File: config.mk
export PLATFORM = sky130hd
export DESIGN_NAME = xbus_seq
export DESIGN_NICKNAME = d
export VERILOG_FILES = /design/src/rtl/xbus_pkg.sv /design/src/rtl/xbus_phase_ctr.sv /design/src/rtl/xbus_strobe_gen.sv /design/src/rtl/xbus_rd_capture.sv /design/src/rtl/xbus_seq.sv
export SDC_FILE = /design/constraint.sdc
export NUM_CORES = 1
export LEC_CHECK = 0
export BUFFER_PORTS_ARGS = -buffer_cell sky130_fd_sc_hd__buf_4
export CORE_ASPECT_RATIO = 0.7
export CORE_MARGIN = 2
export CORE_UTILIZATION = 48
export CTS_BUF_LIST = sky130_fd_sc_hd__clkbuf_4
export DETAILED_ROUTE_END_ITERATION = 6
export PLACE_DENSITY = 0.78
export SYNTH_ARGS = -nofsm -noshare
export SYNTH_HDL_FRONTEND = slang
export SYNTH_SLANG_ARGS = --single-unit
File: constraint.sdc
create_clock -name clk -period 2.4 [get_ports clk]
set_input_delay 0.12 -clock clk [delete_from_list [all_inputs] [get_ports clk]]
set_output_delay 0.12 -clock clk [all_outputs]
set_load 0.02 [all_outputs]
File: src/rtl/xbus_pkg.sv
package xbus_pkg;
  // Tick positions within an access (one tick = half oscillator clock)
  localparam int ALE_TICKS    = 2;  // ale high in ticks 0..ALE_TICKS-1
  localparam int DATA_TICK    = 3;  // first tick carrying write data
  localparam int FALL_PLAIN   = 3;  // strobe fall tick, no stretch
  localparam int FALL_STRETCH = 5;  // strobe fall tick, stretched
  localparam int HOLD_PLAIN   = 2;  // ticks from strobe rise to access end
  localparam int HOLD_STRETCH = 4;

  typedef enum logic {DIR_RD = 1'b0, DIR_WR = 1'b1} xbus_dir_e;

  function automatic int fall_tick(input logic stretched);
    return stretched ? FALL_STRETCH : FALL_PLAIN;
  endfunction

  function automatic int hold_ticks(input logic stretched);
    return stretched ? HOLD_STRETCH : HOLD_PLAIN;
  endfunction
endpackage

File: src/rtl/xbus_phase_ctr.sv
module xbus_phase_ctr #(
  parameter int SEL_W    = 3,
  parameter int MC_TICKS = 8,
  parameter int CNT_W    = 7
) (
  input  logic             clk,
  input  logic             rst_n,
  input  logic             start,
  input  logic [SEL_W-1:0] sel_in,
  output logic             busy,
  output logic [CNT_W-1:0] cnt,
  output logic [CNT_W-1:0] len,
  output logic [SEL_W-1:0] sel_q,
  output logic             last
);
  assign len  = CNT_W'((32'(sel_q) + 32'd2) * 32'(MC_TICKS));
  assign last = busy && (cnt == len - CNT_W'(1));

  always_ff @(posedge clk or negedge rst_n) begin
    if (!rst_n) begin
      busy  <= 1'b0;
      cnt   <= '0;
      sel_q <= '0;
    end else if (start) begin
      busy  <= 1'b1;
      cnt   <= '0;
      sel_q <= sel_in;
    end else if (busy) begin
      if (last) begin
        busy <= 1'b0;
        cnt  <= '0;
      end else begin
        cnt <= cnt + CNT_W'(1);
      end
    end
  end


  cnt_step_chk: assert property (@(posedge clk) disable iff (!rst_n)
    busy && !last |=> busy && cnt == $past(cnt) + CNT_W'(1));

  sel_hold_chk: assert property (@(posedge clk) disable iff (!rst_n)
    busy && !last |=> sel_q == $past(sel_q));
endmodule

File: src/rtl/xbus_strobe_gen.sv
module xbus_strobe_gen
  import xbus_pkg::*;
#(
  parameter int SEL_W = 3,
  parameter int CNT_W = 7
) (
  input  logic             clk,
  input  logic             rst_n,
  input  logic             busy,
  input  logic [CNT_W-1:0] cnt,
  input  logic [CNT_W-1:0] len,
  input  logic [SEL_W-1:0] sel_q,
  input  logic             is_wr,
  output logic             ale,
  output logic             rd_n,
  output logic             wr_n,
  output logic             p0_oe,
  output logic             data_phase,
  output logic             sample_now
);
  logic             stretched;
  logic [CNT_W-1:0] fall_at;
  logic [CNT_W-1:0] rise_at;
  logic             strobe_low;

  always_comb begin
    stretched  = |sel_q;
    fall_at    = CNT_W'(fall_tick(stretched));
    rise_at    = len - CNT_W'(hold_ticks(stretched));
    strobe_low = busy && (cnt >= fall_at) && (cnt < rise_at);
    ale        = busy && (cnt < CNT_W'(ALE_TICKS));
    rd_n       = !(strobe_low && !is_wr);
    wr_n       = !(strobe_low && is_wr);
    p0_oe      = busy && (is_wr || (cnt < CNT_W'(ALE_TICKS)));
    data_phase = cnt >= CNT_W'(DATA_TICK);
    sample_now = busy && !is_wr && (cnt == rise_at - CNT_W'(1));
  end


  ale_gap_chk: assert property (@(posedge clk) disable iff (!rst_n)
    ($fell(rd_n) || $fell(wr_n)) |-> !ale && !$past(ale));

  rd_release_chk: assert property (@(posedge clk) disable iff (!rst_n)
    !rd_n |-> !p0_oe);
endmodule

File: src/rtl/xbus_rd_capture.sv
module xbus_rd_capture #(
  parameter int DATA_W = 8
) (
  input  logic              clk,
  input  logic              rst_n,
  input  logic              sample,
  input  logic [DATA_W-1:0] bus_in,
  output logic [DATA_W-1:0] rdata
);
  always_ff @(posedge clk or negedge rst_n) begin
    if (!rst_n)      rdata <= '0;
    else if (sample) rdata <= bus_in;
  end


  rdata_hold_chk: assert property (@(posedge clk) disable iff (!rst_n)
    !sample |=> $stable(rdata));
endmodule

File: src/rtl/xbus_seq.sv
module xbus_seq
  import xbus_pkg::*;
#(
  parameter int ADDR_W   = 16,
  parameter int DATA_W   = 8,
  parameter int SEL_W    = 3,
  parameter int MC_TICKS = 8
) (
  input  logic                     clk,
  input  logic                     rst_n,
  input  logic                     req_valid,
  output logic                     req_ready,
  input  logic                     req_write,
  input  logic [ADDR_W-1:0]        req_addr,
  input  logic [DATA_W-1:0]        req_wdata,
  input  logic [SEL_W-1:0]         stretch_sel,
  output logic                     done,
  output logic [DATA_W-1:0]        rdata,
  output logic                     ale,
  output logic                     rd_n,
  output logic                     wr_n,
  output logic [DATA_W-1:0]        p0_out,
  output logic                     p0_oe,
  input  logic [DATA_W-1:0]        p0_in,
  output logic [ADDR_W-DATA_W-1:0] p2_out
);
  localparam int HI_W    = ADDR_W - DATA_W;
  localparam int MAX_LEN = ((1 << SEL_W) + 1) * MC_TICKS;
  localparam int CNT_W   = $clog2(MAX_LEN + 1);

  logic              busy, last, accept, data_phase, sample_now;
  logic [CNT_W-1:0]  cnt, len;
  logic [SEL_W-1:0]  sel_q;
  logic [ADDR_W-1:0] addr_q;
  logic [DATA_W-1:0] wdata_q;
  xbus_dir_e         dir_q;

  assign req_ready = !busy;
  assign accept    = req_valid && req_ready;

  always_ff @(posedge clk or negedge rst_n) begin
    if (!rst_n) begin
      addr_q  <= '0;
      wdata_q <= '0;
      dir_q   <= DIR_RD;
      done    <= 1'b0;
    end else begin
      done <= last;
      if (accept) begin
        addr_q  <= req_addr;
        wdata_q <= req_wdata;
        dir_q   <= req_write ? DIR_WR : DIR_RD;
      end
    end
  end

  xbus_phase_ctr #(.SEL_W(SEL_W), .MC_TICKS(MC_TICKS), .CNT_W(CNT_W)) u_ctr (
    .clk(clk), .rst_n(rst_n), .start(accept), .sel_in(stretch_sel),
    .busy(busy), .cnt(cnt), .len(len), .sel_q(sel_q), .last(last)
  );

  xbus_strobe_gen #(.SEL_W(SEL_W), .CNT_W(CNT_W)) u_strb (
    .clk(clk), .rst_n(rst_n), .busy(busy), .cnt(cnt), .len(len),
    .sel_q(sel_q), .is_wr(dir_q == DIR_WR), .ale(ale), .rd_n(rd_n),
    .wr_n(wr_n), .p0_oe(p0_oe), .data_phase(data_phase),
    .sample_now(sample_now)
  );

  xbus_rd_capture #(.DATA_W(DATA_W)) u_cap (
    .clk(clk), .rst_n(rst_n), .sample(sample_now), .bus_in(p0_in),
    .rdata(rdata)
  );

  assign p0_out = data_phase ? wdata_q : addr_q[DATA_W-1:0];
  assign p2_out = addr_q[ADDR_W-1 -: HI_W];


  no_dual_strobe_chk: assert property (@(posedge clk) disable iff (!rst_n)
    !(!rd_n && !wr_n));

  done_pulse_chk: assert property (@(posedge clk) disable iff (!rst_n)
    done |-> req_ready && $past(busy) ##1 !done);

  hi_addr_stable_chk: assert property (@(posedge clk) disable iff (!rst_n)
    busy && $past(busy) |-> $stable(p2_out));

  busy_block_chk: assert property (@(posedge clk) disable iff (!rst_n)
    busy && !last |=> busy && !$rose(ale));
endmodule

# [Word level (Yosys, flattened, before mapping)]
# Cells that the tools add are included.
[word_totals] regBits=45 out_inout_bits=30 wordCells=46 in_bits=39
[op_classes] n_eq_ne=2 order_cmp=4 reduce_logical=17 n_addsub=5 mux=10
[op_table] operator="2-to-1 mux 7 bit" n=3
[op_table] operator="equality test 7 bit" n=2
[op_table] operator="subtractor 7 x 1 -> 7 bit (second input constant)" n=2
[op_table] operator="logical AND 1 bit" n=10
[op_table] operator="2-to-1 mux 8 bit" n=1
[op_table] operator="adder 7 x 1 -> 7 bit (second input constant)" n=1
[op_table] operator=">= comparator 7 x 2 -> 1 bit (second input constant)" n=1
[op_table] operator=">= comparator 7 bit" n=1
[op_table] operator="less-than comparator 7 x 2 -> 1 bit (second input constant)" n=1
[op_table] operator="less-than comparator 7 bit" n=1
[op_table] operator="subtractor 7 bit" n=1
[op_table] operator="2-to-1 mux 3 bit" n=2
[op_table] operator="adder 3 x 2 -> 4 bit (second input constant)" n=1
[op_table] operator="zero test 1 bit" n=4
[op_table] operator="2-to-1 mux 1 bit" n=4
[op_table] operator="OR reduction 3 bit" n=1
[op_table] operator="nonzero test 2 bit" n=1
[op_table] operator="logical OR 1 bit" n=1

# [Longest topological paths before layout]
# Gate-level depths: netlist of run 1.
[depth] ltp_word=7 depth_mapped=9 ltp_nobuf=9

# [Modules after synthesis]
# Synthesis of run 1 repeated with hierarchy kept, for this count alone.
[unflattened] cells_unflattened=222 area_unflattened_um2=2761.4
[modules_own_cells] mod="xbus_seq" area_per_inst_um2=1202.4 n_inst=1 seq_area_each_um2=650.6 cells_each=73
[modules_own_cells] mod="xbus_phase_ctr" area_per_inst_um2=655.6 n_inst=1 seq_area_each_um2=275.3 cells_each=65
[modules_own_cells] mod="xbus_strobe_gen" area_per_inst_um2=571.8 n_inst=1 seq_area_each_um2=0.0 cells_each=67
[modules_own_cells] mod="xbus_rd_capture" area_per_inst_um2=331.6 n_inst=1 seq_area_each_um2=200.2 cells_each=17

# [Least setup slack after synthesis of run 1]
# No wires, ideal clock.
[synth_path] path_kind="reg2reg" start="register u_ctr.sel_q[0]" end="register u_cap.rdata[0]" n_path_buf=0 stages_incl_launch_ff=8 period_less_slack_ps=2548 setup_slack_ps=-148 t_required_ps=2275 setup_time_ps=125 t_arrival_ps=2424 cell_sequence="dfrtp_1 inv_1 ha_1 nor2b_1 ha_1 or4b_1 nor4_4 mux2_2"
[synth_via] elab_chain_cells=6 word_cells_on_any_way=7 classes_between="add/sub: 3; eq/ne: 1; mux: 1; reduce/logical: 2"
[synth_lines] element="start, declared" line_no="xbus_phase_ctr.sv:13" rtl="output logic [SEL_W-1:0] sel_q,"
[synth_lines] element="start signal, assigned" line_no="xbus_phase_ctr.sv:27" rtl="sel_q <= sel_in;"
[synth_lines] element="parallel branches: the longest is 2 deep, another holds adder 3 x 2 -> 4 bit"
[synth_lines] element="subtractor 7 bit (*)" line_no="xbus_strobe_gen.sv:29" rtl="rise_at = len - CNT_W'(hold_ticks(stretched));"
[synth_lines] element="subtractor 7 x 1 -> 7 bit (*)" line_no="xbus_strobe_gen.sv:36" rtl="sample_now = busy && !is_wr && (cnt == rise_at - CNT_W'(1));"
[synth_lines] element="equality test 7 bit (*)" line_no="xbus_strobe_gen.sv:36"
[synth_lines] element="logical AND 1 bit (*)" line_no="xbus_strobe_gen.sv:36"
[synth_lines] element="end signal, assigned" line_no="xbus_rd_capture.sv:12" rtl="else if (sample) rdata <= bus_in;"
[synth_lines] element="end, declared" line_no="xbus_rd_capture.sv:8" rtl="output logic [DATA_W-1:0] rdata"
# Every way passes the cells marked *.
# A chain may end at the register's enable or synchronous reset.

# [Final worst setup path of run 1]
[layout_path] start="register u_ctr.cnt[3]" end="output p0_out[0]"
[layout_via] elab_chain_cells=2
[layout_lines] element="start, declared" line_no="xbus_phase_ctr.sv:11" rtl="output logic [CNT_W-1:0] cnt,"
[layout_lines] element="start signal, assigned" line_no="xbus_phase_ctr.sv:33" rtl="cnt <= cnt + CNT_W'(1);"
[layout_lines] element=">= comparator 7 x 2 -> 1 bit" line_no="xbus_strobe_gen.sv:35" rtl="data_phase = cnt >= CNT_W'(DATA_TICK);"
[layout_lines] element="2-to-1 mux 8 bit" line_no="xbus_seq.sv:74" rtl="assign p0_out = data_phase ? wdata_q : addr_q[DATA_W-1:0];"
[layout_lines] element="end, declared" line_no="xbus_seq.sv:22" rtl="output logic [DATA_W-1:0] p0_out,"
# Every way passes these cells.

==> impl_metrics.yaml, run 1 <==
place:
  gp_congestion: 0.838
  dp_hpwl_mm: 3.41
  pre_cts_slack_ps: 27.3
  place.port_buffers: 68
  placed_cells: 298
cells_and_area:
  post_layout_nonfiller_instances: 350
  post_route_cells_drive_above_1_share_pct: 52.9
  area_growth_pct: 54.3
  num-nets-final: 345
  fill_cells: 251
  antennaDiodeCount: 0
global_routing:
  global_route.peak_usage_layer: "met2"
  grt_max_degree: 46
  met1_usage_pct: 30.4
  antenna_violations_before_repair: 0
  grt_first_pass_wirelength_mm: 9.07
  met3_usage_pct: 6.17
  grt_overflow_total: 0
  first_global_vias: 1858
  grt_util_all_layers_pct: 22.6
  grtUsageMet2_pct: 37.1
sta:
  layout_worst_path_cycle_share_pct: 99.9
  timing.setup.tns_ps: 0
  max_freq_mhz: 417
  finalHoldWorstSlack_ps: 16.2
  hold_viol_final: 0
  slew-limit-headroom_pct: 62.2
  skew_ps: 12.3
  period_minus_slack_ps: 2400
  number_of_setup_violations_in_the_final_report: 0
  layout_setup_ws_ps: 2.42
  grt_setup_unrepaired: "true"
  drv_slew: 0
  worst_slew_pin_slew_ps: 566
floorplan:
  die_y_um: 61.6
  core-area_um2: 4450
  start_util_pct: 51.0
  core.rowCount: 20
  io_pins: 69
  die_area_um2: 5310
  die_w_um: 86.3
logic_synthesis:
  post-synth-top-area-cell: "sky130_fd_sc_hd__dfrtp_1"
  synth_seq_cells: 45
  postSynthCellCount: 179
  synth.area.top_cells: "sky130_fd_sc_hd__dfrtp_1, sky130_fd_sc_hd__mux2_2, sky130_fd_sc_hd__ha_1"
  syn_avg_cell_area_um2: 12.7
  synth_top_area_share_pct: 49.5
  post_synth_instance_area_um2: 2270
  post_syn_nets: 230
  yosys.cell_types.count: 38
  yosysWarningCount: 0
  part_of_the_yosys_area_used_for_sequential_elements_pct: 49.5
critical_path:
  crit_path_end_kind: "output port"
  arrival_time_at_the_worst_endpoint_ps: 2280
  worstSetupPathType: "flip-flop to output port"
  critical_path.max_fanout: 8
  worst_setup_path_start_kind: "flip-flop"
  worst-endpoint-required_ps: 2280
status:
  status: "finished clean"
route:
  drtPass1Iterations: 4
  vias: 1818
  detail_routed_net_length_per_standard_cell_um: 16.2
  vias_per_cell: 5.19
  drc_errors: 0
  detailedRoute.firstIterationViolations: 126
  route.final.wire_length_mm: 5.68
  antenna_left: 0
clock_tree:
  max-clock-path-buffers: 2
  clk_pin_slew_ps: 130
  htree_levels: 2
  clock_sinks: 45
  clk_root_buffer_cell: "sky130_fd_sc_hd__clkbuf_4"
  tritoncts: "built"
  numCtsBuffers: 5
  clock_latency_late_sink_ps: 360
min_path:
  min-delay-path-class: "input port to flip-flop"
run:
  count_of_maximum_capacitance_violations: 0
power_and_ir_drop:
  vdd.ir_drop.worst_v: 0.000808
  report.power.total_mw: 4.85
  leakage_nw: 1.64
  power_density_nw_per_um2: 1380
==> critical path, cell delays in order, from the launching register on <==
cell and delay [ps]:
sky130_fd_sc_hd__dfrtp_2 430, sky130_fd_sc_hd__or4_4 560, sky130_fd_sc_hd__a2111oi_4 250, sky130_fd_sc_hd__buf_6 220, sky130_fd_sc_hd__mux2_4 320, sky130_fd_sc_hd__buf_6 130
==> state kept, by name, summed over array words and instances (netlist names) <==
signal	cells
addr_q	16
dir_q	1
done	1
u_cap.rdata	8
u_ctr.busy	1
u_ctr.cnt	7
u_ctr.sel_q	3
wdata_q	8
==> synth_stat cells <==
cell type,count
sky130_fd_sc_hd__clkinv_1,1
sky130_fd_sc_hd__nor3b_1,1
sky130_fd_sc_hd__ha_1,12
sky130_fd_sc_hd__nand3b_1,1
sky130_fd_sc_hd__nor2_1,5
sky130_fd_sc_hd__a21oi_1,1
sky130_fd_sc_hd__a32o_1,2
sky130_fd_sc_hd__and3_1,2
sky130_fd_sc_hd__o21ai_0,6
sky130_fd_sc_hd__a31o_2,1
sky130_fd_sc_hd__mux2i_1,1
sky130_fd_sc_hd__nand3_1,6
sky130_fd_sc_hd__clkbuf_8,1
sky130_fd_sc_hd__a211oi_1,1
sky130_fd_sc_hd__xnor2_1,5
sky130_fd_sc_hd__nand2_1,11
sky130_fd_sc_hd__o211ai_1,1
sky130_fd_sc_hd__and4_2,1
sky130_fd_sc_hd__or4b_1,1
sky130_fd_sc_hd__inv_1,5
sky130_fd_sc_hd__dfrtp_1,45
sky130_fd_sc_hd__a21o_1,1
sky130_fd_sc_hd__buf_4,8
sky130_fd_sc_hd__a31oi_1,1
sky130_fd_sc_hd__or4_4,1
sky130_fd_sc_hd__xor2_1,1
sky130_fd_sc_hd__o31ai_1,1
sky130_fd_sc_hd__nor4_4,1
sky130_fd_sc_hd__a2111oi_0,1
sky130_fd_sc_hd__nor2b_1,2
sky130_fd_sc_hd__buf_1,2
sky130_fd_sc_hd__a2111oi_4,1
sky130_fd_sc_hd__and2_1,1
sky130_fd_sc_hd__mux2_2,42
sky130_fd_sc_hd__nor3_1,2
sky130_fd_sc_hd__nor4_1,1
sky130_fd_sc_hd__clkbuf_1,2
sky130_fd_sc_hd__nand4b_1,1
==> path summary, 6_finish.rpt <==
kind	start	cells past startpoint	endpoint	slack (ps)
hold reg to reg	u_cap.rdata[5]	1	u_cap.rdata[5]	520
setup reg to reg	u_ctr.sel_q[0]	8	u_cap.rdata[3]	10
setup / recovery	u_ctr.cnt[3]	5	p0_out[0]	2
max in group asynchronous	rst_n	2	u_ctr.sel_q[2]	1690
min in group asynchronous	rst_n	2	addr_q[11]	280
hold / removal	stretch_sel[1]	3	u_ctr.sel_q[1]	20
==> where the power goes <==
part	total, mW	internal [mW]	switching (mW)
Clock	0.487	0.234	0.254
Combinational	3.02	1.62	1.40
Sequential	1.35	1.10	0.246
==> per-layer routing <==
metal  vias up  share of wire, %
li1        865                 -
met1       872                46
met2        72                46
met3         9               6.7
met4         0               1.2
met5         -                 0
==> kinds of logic (layout without fill, tap and decap cells) <==
group / Yosys count / count (layout) / synth area share (%)
AOI/OAI and AO/OA: 17 / 17 / 6.00
xor gates and xnor gates: 6 / 6 / 2.31
adders and majority gates: 12 / 12 / 6.60
buffers and inverters: 19 / 135 / 4.90
DFF: 45 / 45 / 49.5
muxes: 43 / 43 / 21.2
and+or+nand+nor: 37 / 37 / 9.41
==> metrics by stage <==
step / utilization (%) / cell area [um2]
after CTS: 76.8 / 3420
after global placement: 64.0 / 2850
after detailed placement: 64.0 / 2850
after global routing: 78.8 / 3510
after floorplan: - / 2290
final: 78.8 / 3510
==> cells in the final DEF, fill, tap and decap left out, types with 6 or more instances in the layout <==
master / instances
sky130_fd_sc_hd__buf_4: 72
sky130_fd_sc_hd__buf_6: 12
sky130_fd_sc_hd__clkbuf_4: 6
sky130_fd_sc_hd__dfrtp_1: 42
sky130_fd_sc_hd__dlygate4sd3_1: 37
sky130_fd_sc_hd__ha_1: 7
sky130_fd_sc_hd__mux2_2: 33
sky130_fd_sc_hd__mux2_4: 9
sky130_fd_sc_hd__nand2_1: 11
sky130_fd_sc_hd__nand3_1: 6
sky130_fd_sc_hd__o21ai_0: 6
==> cell type report <==
type / count / area [um2] / share of cell area (%)
Clock buffer: 6 / 45.0 / 1.28
Clock inverter: 2 / 38.8 / 1.11
Inverter: 6 / 22.5 / 0.642
Multi-Input combinational cell: 115 / 1160 / 33.0
Sequential cell: 45 / 1130 / 32.2
Tap cell: 55 / 68.8 / 1.96
Timing Repair Buffer: 121 / 1050 / 29.8
==> timing repair <==
action,in CTS,in global routing
resized for setup,22,14
hold buffers,36,1
setup buffers,5,2
pin swaps,5,3
hold endpoints to repair,80,1
endpoints found under the setup margin,10,18
Note: power is estimated with default switching activity, not from simulation.
==> run 2: changes to the inputs <==
- CORE_ASPECT_RATIO: 0.7 -> not set
==> run 2 against run 1 <==
Compared with the run above: the flow now finishes with violations (negative setup slack); core utilization shrank 3.8 points; die area down 0.17%; sequential cell count unchanged; critical path depth grew 3; non-clock buffer count decreased by 2; global-route usage decreased by 1.3 points; clock power is 24% lower; routed wire length fell by 4.6%; combinational power decreased by 2%; register-to-register slack barely moved; first-iteration DRC count shrank 19%; critical endpoint is now u_cap.rdata[7]; largest power group unchanged; highest routed layer unchanged.
==> impl_metrics.yaml, run 2 (synthesis gave the netlist of run 1 again) <==
cells_and_area:
  regMostFlops: "addr_q"
  mostFrequentLayoutCells: "sky130_fd_sc_hd__buf_4, sky130_fd_sc_hd__dfrtp_1, sky130_fd_sc_hd__dlygate4sd3_1"
  post_route_cells_drive_above_1_share_pct: 51.2
  mostFrequentLayoutCell: "sky130_fd_sc_hd__buf_4"
  num-nets-final: 343
  antennaDiodeCount: 0
  largest_registers_in_the_final_layout: "addr_q: 16 flops, u_cap.rdata: 8 flops, wdata_q: 8 flops"
  area_growth_pct: 52.7
  largest_register_ffs: 16
sta:
  slew-limit-headroom_pct: 62.8
  drv_slew: 0
  layout_worst_path_cycle_share_pct: 100
  number_of_setup_violations_in_the_final_report: 2
  skew_ps: 6.03
  period_minus_slack_ps: 2400
  hold_viol_final: 0
  worst_slew_pin_slew_ps: 558
  max_freq_mhz: 416
  grt_setup_unrepaired: "true"
  layout_setup_ws_ps: -3.08
floorplan:
  core.rowCount: 25
  start_util_pct: 49.1
  die_w_um: 72.8
  io_pins: 69
  core-area_um2: 4630
  die_y_um: 72.8
  die_area_um2: 5300
route:
  drc_errors: 0
  antenna_left: 0
  vias_per_cell: 5.27
  route.met3.wl_um: 322
  detail_routed_net_length_per_standard_cell_um: 15.6
  vias: 1829
  detailedRoute.firstIterationViolations: 102
  drtPass1Iterations: 4
  met2RoutedLength_mm: 2.76
  route.final.wire_length_mm: 5.42
  met1_wire_length_mm: 2.24
  routed.top_layer: "met4"
critical_path:
  worst_setup_path_start_kind: "flip-flop"
  cp_cell_sequence: "inv_2 -> ha_4 -> nor2b_4 -> ha_4 -> or4b_4 -> nor4_4 -> buf_6 -> mux2_2"
  worstSetupPathType: "flip-flop to flip-flop"
  crit_path_end_kind: "flip-flop"
  crit_path_frequent_cell: "sky130_fd_sc_hd__ha_4"
  worst-endpoint-required_ps: 2660
  timing.critical_path.max_delay_family: "simple AND/OR/NAND/NOR gates"
  critPathSlowestCell: "sky130_fd_sc_hd__or4b_4"
  worstPathBufferInverterCount: 2
  arrival_time_at_the_worst_endpoint_ps: 2670
  critical_path.max_fanout: 8
  critical_path.max_stage_delay_ps: 540
run:
  count_of_maximum_capacitance_violations: 0
clock_tree:
  max-clock-path-buffers: 2
  numCtsBuffers: 5
  tritoncts: "built"
  clock_latency_late_sink_ps: 370
  clk_pin_slew_ps: 130
  htree_levels: 2
  clock_sinks: 45
  clk_root_buffer_cell: "sky130_fd_sc_hd__clkbuf_4"
global_routing:
  grt_first_pass_wirelength_mm: 8.64
  first_global_vias: 1896
  grt_util_all_layers_pct: 21.3
  grt_overflow_total: 0
  antenna_violations_before_repair: 0
  grt_max_degree: 46
status:
  status: "finished, violations left"
  violations: "negative setup slack"
power_and_ir_drop:
  report.power.total_mw: 4.66
  power_frac_clock_pct: 7.9
  swShare_pct: 40.1
  internal_power_mw: 2.79
  leakage_nw: 1.62
  psw_mw: 1.87
  share_seq_of_total_power_pct: 28.8
  vdd.ir_drop.worst_v: 0.000782
  p_comb_share_pct: 63.3
  power_density_nw_per_um2: 1340
place:
  place.port_buffers: 68
  gp_congestion: 0.780
  dp_hpwl_mm: 3.28
  pre_cts_slack_ps: 14.6
min_path:
  min-delay-path-class: "input port to async pin"
run 2: worst paths after layout:
path | startpoint | endpoint | slack [ps] | cells past startpoint
worst max register to register | u_ctr.sel_q[1] | u_cap.rdata[7] | -3 | 8
worst min-delay path | rst_n | u_cap.rdata[0] | 270 | 2
max in group asynchronous | rst_n | u_ctr.cnt[4] | 1720 | 2
worst max-delay path | u_ctr.sel_q[1] | u_cap.rdata[7] | -3 | 8
min in group clk | req_valid | u_ctr.cnt[1] | 500 | 3
worst min register to register | wdata_q[4] | wdata_q[4] | 520 | 1
run 2: power by group through the flow:
stage	clock (mW)	sequential (mW)	combinational (mW)
2_1_floorplan	0	1.36	1.63
3_3_place_gp	0	1.33	2.36
3_5_place_dp	0	1.34	2.43
4_1_cts	0.373	1.32	2.71
5_1_grt	0.402	1.39	3.16
6_report	0.370	1.34	2.95
run 2: timing repair:
action                                  CTS  global route
buffers inserted                          2             1
hold endpoints to repair                 82             0
endpoints found under the setup margin   13            19
pin swaps                                 3             2
resized for setup                        17            18
hold buffers                             38             0
run 2: final cells by class:
cell class | instances | area, um2
Tap cell | 54 | 67.6
Inverter | 6 | 22.5
Fill cell | 303 | 1160
Sequential cell | 45 | 1130
Multi-Input combinational cell | 115 | 1170
Clock buffer | 6 | 45.0
Clock inverter | 2 | 10.0
Timing Repair Buffer | 119 | 1030
run 2: layer usage:
layer	track usage, %	vias up
met5	0	-
met4	9.26	0
met3	5.11	9
met2	35.7	67
met1	26.1	892
li1	-	861
run 2: per-stage QoR:
| stage | setup TNS, ps | instances | hold slack (ps) | area (um2) | utilization [%] |
|---|---|---|---|---|---|
| 6_report | -4.80 | 347 | 269 | 3470 | 75.0 |
| 5_1_grt | -1290 | 347 | 327 | 3470 | 75.0 |
| 4_1_cts | -0.568 | 346 | 298 | 3370 | 72.9 |
| 3_5_place_dp | 0 | 298 | 158 | 2860 | 61.7 |
| 3_3_place_gp | 0 | 298 | 154 | 2860 | 61.7 |
| 2_1_floorplan | -189 | 179 | -176 | 2290 | - |
==> run 3: changes to the inputs <==
- BUFFER_PORTS_ARGS: -buffer_cell sky130_fd_sc_hd__buf_4 -> not set
- CORE_UTILIZATION: 48 -> 50
- DONT_BUFFER_PORTS: not set -> 1
- PLACE_DENSITY: 0.78 -> 0.68
==> run 3 against run 2 <==
Compared with the run above: the run now ends clean; highest routed layer unchanged; design area decreased by 15%; register-to-register slack improved by 20 ps; critical endpoint is now u_cap.rdata[4]; maximum frequency increased by 0.72%; largest cell class unchanged; setup slack improved by 17 ps.
==> impl_metrics.yaml, run 3 (synthesis gave the netlist of run 1 again) <==
clock_tree:
  tritoncts: "built"
  htree_levels: 2
  clock_sinks: 45
  numCtsBuffers: 5
  clock_latency_late_sink_ps: 350
  clk_pin_slew_ps: 130
  max-clock-path-buffers: 2
  clk_root_buffer_cell: "sky130_fd_sc_hd__clkbuf_4"
cells_and_area:
  regMostFlops: "addr_q"
  antennaDiodeCount: 0
  post_route_cells_drive_above_1_share_pct: 36.4
  mostFrequentLayoutCells: "sky130_fd_sc_hd__dfrtp_1, sky130_fd_sc_hd__dlygate4sd3_1, sky130_fd_sc_hd__mux2_2"
  num-nets-final: 275
  largest_registers_in_the_final_layout: "addr_q: 16 flops, u_cap.rdata: 8 flops, wdata_q: 8 flops"
  mostFrequentLayoutCell: "sky130_fd_sc_hd__dfrtp_1"
  post_layout_nonfiller_instances: 277
  area_growth_pct: 30.2
  largest_register_ffs: 16
sta:
  grt_setup_unrepaired: "true"
  number_of_setup_violations_in_the_final_report: 0
  hold_viol_final: 0
  layout_setup_ws_ps: 14.2
  max_freq_mhz: 419
  period_minus_slack_ps: 2390
  drv_slew: 0
  skew_ps: 12.1
  slew-limit-headroom_pct: 68.5
  worst_slew_pin_slew_ps: 470
  layout_worst_path_cycle_share_pct: 99.4
place:
  place.port_buffers: 0
  dp_hpwl_mm: 3.23
  placed_cells: 227
  gp_congestion: 0.885
  pre_cts_slack_ps: 5.47
critical_path:
  worstSetupPathType: "flip-flop to flip-flop"
  critical_path.max_fanout: 8
  worst-endpoint-required_ps: 2660
  worst_setup_path_start_kind: "flip-flop"
  crit_path_end_kind: "flip-flop"
  ff2ff_setup_slack_ps: 10
  arrival_time_at_the_worst_endpoint_ps: 2640
floorplan:
  die_y_um: 71.4
  core.rowCount: 24
  core-area_um2: 4350
  die_w_um: 71.4
  die_area_um2: 5100
  io_pins: 69
  start_util_pct: 52.2
route:
  detailedRoute.firstIterationViolations: 82
  antenna_left: 0
  vias_per_cell: 5.73
  drtPass1Iterations: 4
  route.final.wire_length_mm: 5.00
  vias: 1586
  drc_errors: 0
  detail_routed_net_length_per_standard_cell_um: 18.1
power_and_ir_drop:
  power_density_nw_per_um2: 1400
  leakage_nw: 1.29
  vdd.ir_drop.worst_v: 0.000704
global_routing:
  grt_max_degree: 46
  antenna_violations_before_repair: 0
  grt_first_pass_wirelength_mm: 8.20
  first_global_vias: 1717
  grt_util_all_layers_pct: 20.7
  grt_overflow_total: 0
min_path:
  min-delay-path-class: "input port to flip-flop"
status:
  status: "finished clean"
run:
  count_of_maximum_capacitance_violations: 0
## run 3: changes by cell type in the layout (fill, tap and decap cells not counted), moves of 2 or more
cell	change
sky130_fd_sc_hd__buf_6	-9
sky130_fd_sc_hd__dfrtp_1	-2
sky130_fd_sc_hd__dfrtp_2	+2
sky130_fd_sc_hd__clkinv_2	-2
sky130_fd_sc_hd__buf_4	-60
## run 3: timing repair
item                                    4_1_cts  5_1_grt
gates resized for setup                      11       13
hold buffers                                 39        0
hold endpoints to repair                     86        0
buffers inserted                              2        1
pin swaps                                     3        5
endpoints found under the setup margin       17       18
## run 3: through the flow
| step | hold WS, ps | utilization, % | cell area [um2] | power, mW | TNS [ps] |
|---|---|---|---|---|---|
| final | 32.6 | 68.0 | 2960 | 4.13 | 0 |
| after global routing | 13.4 | 68.0 | 2960 | 4.38 | -738 |
| after CTS | 21.1 | 66.5 | 2900 | 3.98 | -126 |
| after detailed placement | -175 | 53.6 | 2330 | 3.30 | 0 |
| after global placement | -175 | 53.6 | 2330 | 3.19 | 0 |
| after floorplan | -176 | - | 2290 | 2.99 | -189 |
## run 3: final timing paths
kind	endpoint	startpoint	depth (start not counted)
max	u_cap.rdata[4]	u_ctr.sel_q[0]	8
min reg2reg	addr_q[7]	addr_q[7]	1
max in group asynchronous	u_ctr.cnt[6]	rst_n	2
max reg2reg	u_cap.rdata[4]	u_ctr.sel_q[0]	8
min in group asynchronous	u_cap.rdata[1]	rst_n	2
min	u_ctr.cnt[5]	req_valid	2
## run 3: worst max-delay path, stage by stage, from the launching register on
cell and delay, ps:
sky130_fd_sc_hd__dfrtp_1 410, sky130_fd_sc_hd__inv_2 70, sky130_fd_sc_hd__ha_1 150, sky130_fd_sc_hd__nor2b_4 220
sky130_fd_sc_hd__ha_4 230, sky130_fd_sc_hd__or4b_4 540, sky130_fd_sc_hd__nor4_4 150, sky130_fd_sc_hd__buf_6 180
sky130_fd_sc_hd__mux2_2 340
## run 3: report_power, final
part | switching, mW | internal [mW] | total (mW)
clock | 0.240 | 0.233 | 0.473
combinational | 1.07 | 1.06 | 2.13
sequential | 0.430 | 1.10 | 1.53
## run 3: final cells by class
| cell class | instances | area [um2] |
|---|---|---|
| multi-input combinational | 115 | 1160 |
| clock inverter | 2 | 38.8 |
| clock buffer | 6 | 45.0 |
| sequential | 45 | 1130 |
| tap | 52 | 65.1 |
| fill | 314 | 1400 |
| timing repair buffer | 51 | 498 |
| inverter | 6 | 22.5 |
## run 3: routing by layer
layer | vias to the layer above | wire length (um) | track usage, %
li1 | 725 | - | -
met1 | 792 | 2010 | 23.4
met2 | 61 | 2600 | 36.5
met3 | 8 | 324 | 6.33
met4 | 0 | 65 | 7.76
met5 | - | 0 | 0
